`config.mk`:
```
export PLATFORM = sky130hd
export DESIGN_NAME = tmrclk_gate
export DESIGN_NICKNAME = d
export VERILOG_FILES = /design/src/rtl/tmrclk_pkg.sv /design/src/rtl/tmrclk_regs.sv /design/src/rtl/tmrclk_div.sv /design/src/rtl/tmrclk_gate.sv
export SDC_FILE = /design/constraint.sdc
export NUM_CORES = 1
export LEC_CHECK = 0
export ABC_AREA = 1
export BUFFER_PORTS_ARGS = -buffer_cell sky130_fd_sc_hd__buf_4
export CORE_ASPECT_RATIO = 0.8
export CORE_UTILIZATION = 45
export CTS_BUF_LIST = sky130_fd_sc_hd__clkbuf_4 sky130_fd_sc_hd__clkbuf_8
export DETAILED_ROUTE_END_ITERATION = 16
export PLACE_DENSITY = 0.66
export SYNTH_ARGS = -nofsm -noshare
export SYNTH_HDL_FRONTEND = slang
export SYNTH_SLANG_ARGS = --single-unit
```
`constraint.sdc`:
```
create_clock -name clk -period 2.94 [get_ports clk]
set_input_delay 0.147 -clock clk [delete_from_list [all_inputs] [get_ports clk]]
set_output_delay 0.147 -clock clk [all_outputs]
set_load 0.03 [all_outputs]
```
`src/rtl/tmrclk_pkg.sv`:
```
package tmrclk_pkg;
    localparam int ADDR_W  = 4;
    localparam int DATA_W  = 32;
    localparam int STOP_W  = 17;
    localparam int CTRL_W  = 6;
    localparam int WDT_POS = 16;
    localparam int OST_POS = 15;
    localparam int MAX_TMR = 8;
    localparam int PRE_TOP = 5;
    localparam int CNT_W   = 2 * PRE_TOP;

    localparam logic [ADDR_W-1:0] A_STATUS   = 4'd0;
    localparam logic [ADDR_W-1:0] A_STOP_SET = 4'd1;
    localparam logic [ADDR_W-1:0] A_STOP_CLR = 4'd2;
    localparam logic [ADDR_W-1:0] A_WDT_CTRL = 4'd3;
    localparam logic [ADDR_W-1:0] A_OST_CTRL = 4'd4;
    localparam logic [ADDR_W-1:0] A_TMR_BASE = 4'd8;

    // Control word layout: prescale in 5:3, one-hot source in 2:0
    typedef struct packed {
        logic [2:0] pre;
        logic [2:0] src;
    } ctrl_t;

    typedef enum logic [1:0] {SRC_OFF, SRC_PCLK, SRC_RTC, SRC_EXT} src_t;

    // Lowest set bit of the select field wins
    function automatic src_t pick_src(input logic [2:0] s);
        if (s[0]) return SRC_PCLK;
        if (s[1]) return SRC_RTC;
        if (s[2]) return SRC_EXT;
        return SRC_OFF;
    endfunction

    // Terminal count 4^n - 1: n pairs of low ones, codes above PRE_TOP saturate
    function automatic logic [CNT_W-1:0] div_limit(input logic [2:0] pre);
        logic [2:0]       c;
        logic [CNT_W-1:0] lim;
        c   = (pre > 3'(PRE_TOP)) ? 3'(PRE_TOP) : pre;
        lim = '0;
        for (int k = 0; k < PRE_TOP; k++) begin
            if (k < int'(c)) lim[2*k +: 2] = 2'b11;
        end
        return lim;
    endfunction

    // Channel order: timers, then watchdog, then OS timer
    function automatic int stop_pos(input int ch, input int ntmr);
        if (ch < ntmr) return ch;
        if (ch == ntmr) return WDT_POS;
        return OST_POS;
    endfunction

    function automatic logic [ADDR_W-1:0] chan_addr(input int ch, input int ntmr);
        if (ch < ntmr) return A_TMR_BASE + ADDR_W'(ch);
        if (ch == ntmr) return A_WDT_CTRL;
        return A_OST_CTRL;
    endfunction

    function automatic logic [STOP_W-1:0] impl_mask(input int ntmr, input int has_ost);
        logic [STOP_W-1:0] m;
        m = '0;
        for (int k = 0; k < MAX_TMR; k++) begin
            if (k < ntmr) m[k] = 1'b1;
        end
        m[WDT_POS] = 1'b1;
        if (has_ost != 0) m[OST_POS] = 1'b1;
        return m;
    endfunction
endpackage

```
`src/rtl/tmrclk_regs.sv`:
```
module tmrclk_regs
    import tmrclk_pkg::*;
#(
    parameter int NUM_TMR = 8,
    parameter int HAS_OST = 1,
    localparam int NCH    = NUM_TMR + 1 + HAS_OST
) (
    input  logic                clk,
    input  logic                rst,
    input  logic                wr_en,
    input  logic                rd_en,
    input  logic [ADDR_W-1:0]   addr,
    input  logic [DATA_W-1:0]   wdata,
    output logic [DATA_W-1:0]   rdata,
    output logic [NCH-1:0]      stop_ch,
    output ctrl_t [NCH-1:0]     ctrl_o,
    output logic [NCH-1:0]      restart_o
);
    localparam logic [STOP_W-1:0] MASK = impl_mask(NUM_TMR, HAS_OST);

    logic [STOP_W-1:0] stop_q;
    logic              set_hit;
    logic              clr_hit;
    logic              unused_hi;

    assign set_hit   = wr_en && (addr == A_STOP_SET);
    assign clr_hit   = wr_en && (addr == A_STOP_CLR);
    assign unused_hi = ^wdata[DATA_W-1:STOP_W];

    always_ff @(posedge clk) begin
        if (rst) begin
            stop_q <= MASK;
        end else if (set_hit) begin
            stop_q <= (stop_q | wdata[STOP_W-1:0]) & MASK;
        end else if (clr_hit) begin
            stop_q <= stop_q & ~wdata[STOP_W-1:0];
        end
    end

    for (genvar ch = 0; ch < NCH; ch++) begin : g_ch
        localparam int                POS = stop_pos(ch, NUM_TMR);
        localparam logic [ADDR_W-1:0] ADR = chan_addr(ch, NUM_TMR);

        ctrl_t ctrl_q;
        ctrl_t nv;
        logic  acc;

        assign nv  = ctrl_t'(wdata[CTRL_W-1:0]);
        assign acc = wr_en && (addr == ADR) && !stop_q[POS];

        always_ff @(posedge clk) begin
            if (rst)      ctrl_q <= '0;
            else if (acc) ctrl_q <= nv;
        end

        assign stop_ch[ch]   = stop_q[POS];
        assign ctrl_o[ch]    = ctrl_q;
        assign restart_o[ch] = acc && (nv != ctrl_q);
    end

    always_comb begin
        rdata = '0;
        if (rd_en) begin
            if (addr == A_STATUS) rdata[STOP_W-1:0] = stop_q;
            for (int ch = 0; ch < NCH; ch++) begin
                if (addr == chan_addr(ch, NUM_TMR)) rdata[CTRL_W-1:0] = ctrl_o[ch];
            end
        end
    end
endmodule

```
`src/rtl/tmrclk_div.sv`:
```
module tmrclk_div
    import tmrclk_pkg::*;
(
    input  logic  clk,
    input  logic  rst,
    input  logic  run,
    input  logic  restart,
    input  ctrl_t ctrl,
    input  logic  pclk_stb,
    input  logic  rtc_stb,
    input  logic  ext_stb,
    output logic  tick
);
    logic [CNT_W-1:0] cnt;
    logic [CNT_W-1:0] lim;
    logic             stb;

    assign lim = div_limit(ctrl.pre);

    always_comb begin
        case (pick_src(ctrl.src))
            SRC_PCLK: stb = pclk_stb;
            SRC_RTC:  stb = rtc_stb;
            SRC_EXT:  stb = ext_stb;
            default:  stb = 1'b0;
        endcase
    end

    always_ff @(posedge clk) begin
        if (rst) begin
            cnt  <= '0;
            tick <= 1'b0;
        end else begin
            tick <= 1'b0;
            if (!run || restart) begin
                cnt <= '0;
            end else if (stb) begin
                if (cnt >= lim) begin
                    cnt  <= '0;
                    tick <= 1'b1;
                end else begin
                    cnt <= cnt + 1'b1;
                end
            end
        end
    end
endmodule

```
`src/rtl/tmrclk_gate.sv`:
```
module tmrclk_gate
    import tmrclk_pkg::*;
#(
    parameter int NUM_TMR = 8,
    parameter int HAS_OST = 1
) (
    input  logic                clk,
    input  logic                rst,
    input  logic                wr_en,
    input  logic                rd_en,
    input  logic [ADDR_W-1:0]   addr,
    input  logic [DATA_W-1:0]   wdata,
    output logic [DATA_W-1:0]   rdata,
    input  logic                pclk_stb,
    input  logic                rtc_stb,
    input  logic                ext_stb,
    output logic [NUM_TMR-1:0]  tmr_tick,
    output logic                wdt_tick,
    output logic                ost_tick
);
    localparam int NCH = NUM_TMR + 1 + HAS_OST;

    logic [NCH-1:0]  stop_ch;
    ctrl_t [NCH-1:0] ctrl_v;
    logic [NCH-1:0]  restart_v;
    logic [NCH-1:0]  tick_all;

    tmrclk_regs #(.NUM_TMR(NUM_TMR), .HAS_OST(HAS_OST)) u_regs (
        .clk       (clk),
        .rst       (rst),
        .wr_en     (wr_en),
        .rd_en     (rd_en),
        .addr      (addr),
        .wdata     (wdata),
        .rdata     (rdata),
        .stop_ch   (stop_ch),
        .ctrl_o    (ctrl_v),
        .restart_o (restart_v)
    );

    for (genvar ch = 0; ch < NCH; ch++) begin : g_div
        tmrclk_div u_div (
            .clk      (clk),
            .rst      (rst),
            .run      (!stop_ch[ch]),
            .restart  (restart_v[ch]),
            .ctrl     (ctrl_v[ch]),
            .pclk_stb (pclk_stb),
            .rtc_stb  (rtc_stb),
            .ext_stb  (ext_stb),
            .tick     (tick_all[ch])
        );
    end

    assign tmr_tick = tick_all[NUM_TMR-1:0];
    assign wdt_tick = tick_all[NUM_TMR];

    if (HAS_OST != 0) begin : g_ost
        assign ost_tick = tick_all[NUM_TMR+1];
    end else begin : g_no_ost
        assign ost_tick = 1'b0;
    end
endmodule

```
==> results.cfg <==
[run_status]
status = completed

[floorplan]
die_x_um = 188
start_util_pct = 45.8
row_count = 54
die_area_um2 = 28500
coreArea_um2 = 27300
design.portCount = 85
die_h_um = 151

[global_routing]
antenna_found_initial = 0
track_usage_pct = 23.1
grt_pass1_wl_um = 52900
grt_max_degree = 43
first_global_vias = 10900
gr-total-overflow = 0

[critical_path]
required_ps = 3360
critPathMaxFanout = 8
startpoint_type = flip-flop
arrival_ps = 2650
cp-end-kind = flip-flop
crit_type = reg -> reg

[clocking]
clk_pin_slew_ps = 100
htreeDepth = 4
cts_buffer_depth = 2
ctsHoldBuffers = 12
post_cts_buffers = 0
cts_tree = done
cts_sinks = 187
cts_buffers = 17
clk_latency_ps = 510
cts-root-buf = clkbuf_8
cts_resized = 0

[power_and_ir_drop]
leakagePower_nw = 5.46
seqPwrFrac_pct = 52.5
p_switching_mw = 1.28
pwr_density_cell_nw_per_um2 = 355
ir_worst_vdd_v = 0.000303
fin_total_pwr_mw = 4.83
switching_share_pct = 26.5
internal_power_mw = 3.55
pwr-share-clk_pct = 40.7
pwr-share-comb_pct = 6.8

[route]
dr.pass1.iters = 5
drt_iter0_drc = 1039
vias = 11700
wl_per_cell_um = 14.2
wl_um = 31700
viasPerCell = 5.24
ant_nets = 0
route.detailed.drc = 0

[logic_synthesis]
synth_compound_area_share_pct = 14.6
avgSynthCellArea_um2 = 6.86
netlist_area_um2 = 12500
ys_seq_area_share_pct = 29.9
synth_top_family_by_area = simple AND/OR/NAND/NOR gates
synth_xor_area_share_pct = 5.53
synth-simple-area-share_pct = 28.5
synth_seq_cells = 187
yosys_warnings = 0
synthAdderAreaFrac_pct = 11.0
synth_cell_types = 38
synth_mux_area_share_pct = 0.0801
netlist_instances = 1823

[placed_design]
gp_congestion = 0.938
numPortBuffers = 54
place_inst = 2191
dpl_cell_area_um2 = 13000
dp_hpwl_um = 23300

[sta]
tightest_slew_ps = 796
finalSetupViolations = 0
hold_viol = 0
timing.final.crit_share_pct = 75.8
fin_setup_tns_ps = 0
hold_ws_ps = 76.3
period_needed_ps = 2230
rsz0062_at_grt = no
maxSlewViolCount = 0
relSlewSlack_pct = 46.8
fin_worst_skew_ps = 23.0
max_freq_mhz = 449

[worst_hold_path]
hold_class = in -> reg

[job]
drv_cap = 0

[finish]
drive_above_1_share_pct = 7.96
final_nets = 2011
fin_area_um2 = 13600
final_cell_count_no_fill = 2235
diodes = 0
syn2layout_area_growth_pct = 8.79
layer usage:
metal	vias up	routed length, um	GRT usage, %
li1	6043	-	-
met1	5308	15400	31.2
met2	319	13800	37.2
met3	44	1930	4.47
met4	0	612	6.90
met5	-	0	0
metrics by stage:
stage | utilization (%) | worst slack, ps
5_1_grt | 49.8 | 439
4_1_cts | 49.8 | 720
6_report | 49.8 | 711
3_5_place_dp | 47.8 | 735
2_1_floorplan | - | 1150
3_3_place_gp | 47.8 | 808
flip-flops by register name (all words and copies together), names as in the netlist:
| register | cells |
|---|---|
| g_div.u_div.cnt | 100 |
| u_regs.stop_q | 17 |
| u_regs.ctrl_o | 60 |
| g_div.u_div.tick | 10 |
path summary, 6_finish.rpt:
path	startpoint	to	slack, ps	cells past startpoint
setup / recovery	u_regs.ctrl_o[5]	g_div[0].u_div.cnt[3]	710	8
hold / removal	wdata[2]	u_regs.ctrl_o[2]	80	3
setup reg to reg	u_regs.ctrl_o[5]	g_div[0].u_div.cnt[3]	710	8
hold reg to reg	u_regs.stop_q[9]	u_regs.stop_q[9]	450	2
logic make-up after synthesis:
| kind of cell | count (synthesis) |
|---|---|
| flops | 187 |
| compound gates | 339 |
| simple gates | 805 |
| fa+ha+maj | 110 |
| xor+xnor | 79 |
| buf+inv | 301 |
| mux | 1 |
| other cells | 1 |
cell usage after synthesis (all sizes together):
library cell / number / share of area, %
nand4: 50 / 2.7
xor2: 75 / 5.3
nand2b: 1 / 0.050
and2: 3 / 0.15
nand3: 107 / 4.5
buf: 55 / 3.0
clkinv: 3 / 0.090
o22ai: 4 / 0.20
and3: 4 / 0.20
inv: 226 / 6.8
dfxtp: 187 / 30
a21oi: 150 / 6.0
xnor2: 4 / 0.28
o211ai: 33 / 2.0
ha: 110 / 11
mux2i: 1 / 0.080
conb: 1 / 0.030
o21ai: 137 / 5.5
o21a: 13 / 0.78
nor2: 245 / 7.8
nand3b: 6 / 0.36
clkbuf: 17 / 0.52
a22oi: 2 / 0.12
nand2: 337 / 10
nor3: 52 / 2.6
layout by cell type, fill, tap and decap left out, types with 5 or more instances in the layout:
cell / synthesis / routed
nand3_1: 102 / 102
inv_6: 0 / 6
nor3_2: 12 / 12
xor2_1: 75 / 75
nand3_2: 5 / 5
ha_1: 110 / 110
buf_4: 33 / 62
dfxtp_1: 187 / 187
o211ai_1: 33 / 33
conb_1: 1 / 15
nand2_2: 5 / 5
o21a_1: 13 / 13
nand2_1: 332 / 332
dlygate4sd3_1: 0 / 12
a21oi_1: 149 / 149
nor2_1: 230 / 230
nand4_1: 47 / 47
o21ai_0: 123 / 123
nor3_1: 40 / 40
o21ai_1: 14 / 14
inv_1: 213 / 213
clkbuf_8: 0 / 19
nor2_2: 12 / 12
inv_2: 13 / 14
nand3b_1: 6 / 6
final cells by class:
cell class,instances,area [um^2]
multi-input combinational,1349,7520
clock buffer,20,269
sequential,187,3740
inverter,229,860
tap,364,455
fill,2750,13700
clock inverter,12,170
timing repair buffer,74,586
power by group through the flow:
| stage | Combinational, mW | Sequential [mW] | Clock, mW |
|---|---|---|---|
| global placement | 0.306 | 2.59 | 0 |
| detailed placement | 0.309 | 2.59 | 0 |
| finish | 0.329 | 2.54 | 1.97 |
| CTS | 0.323 | 2.54 | 2.02 |
| floorplan | 0.227 | 2.59 | 0 |
| global route | 0.356 | 2.54 | 2.12 |
worst max-delay path, cell delays in order (launching register included):
cell	delay [ps]
dfxtp_1	470
o21ai_0	200
ha_1	360
a21oi_1	160
o21a_1	140
nand3_1	100
o21ai_0	230
nand3_1	320
nor2_1	180
Note: power is estimated with default switching activity, not from simulation.
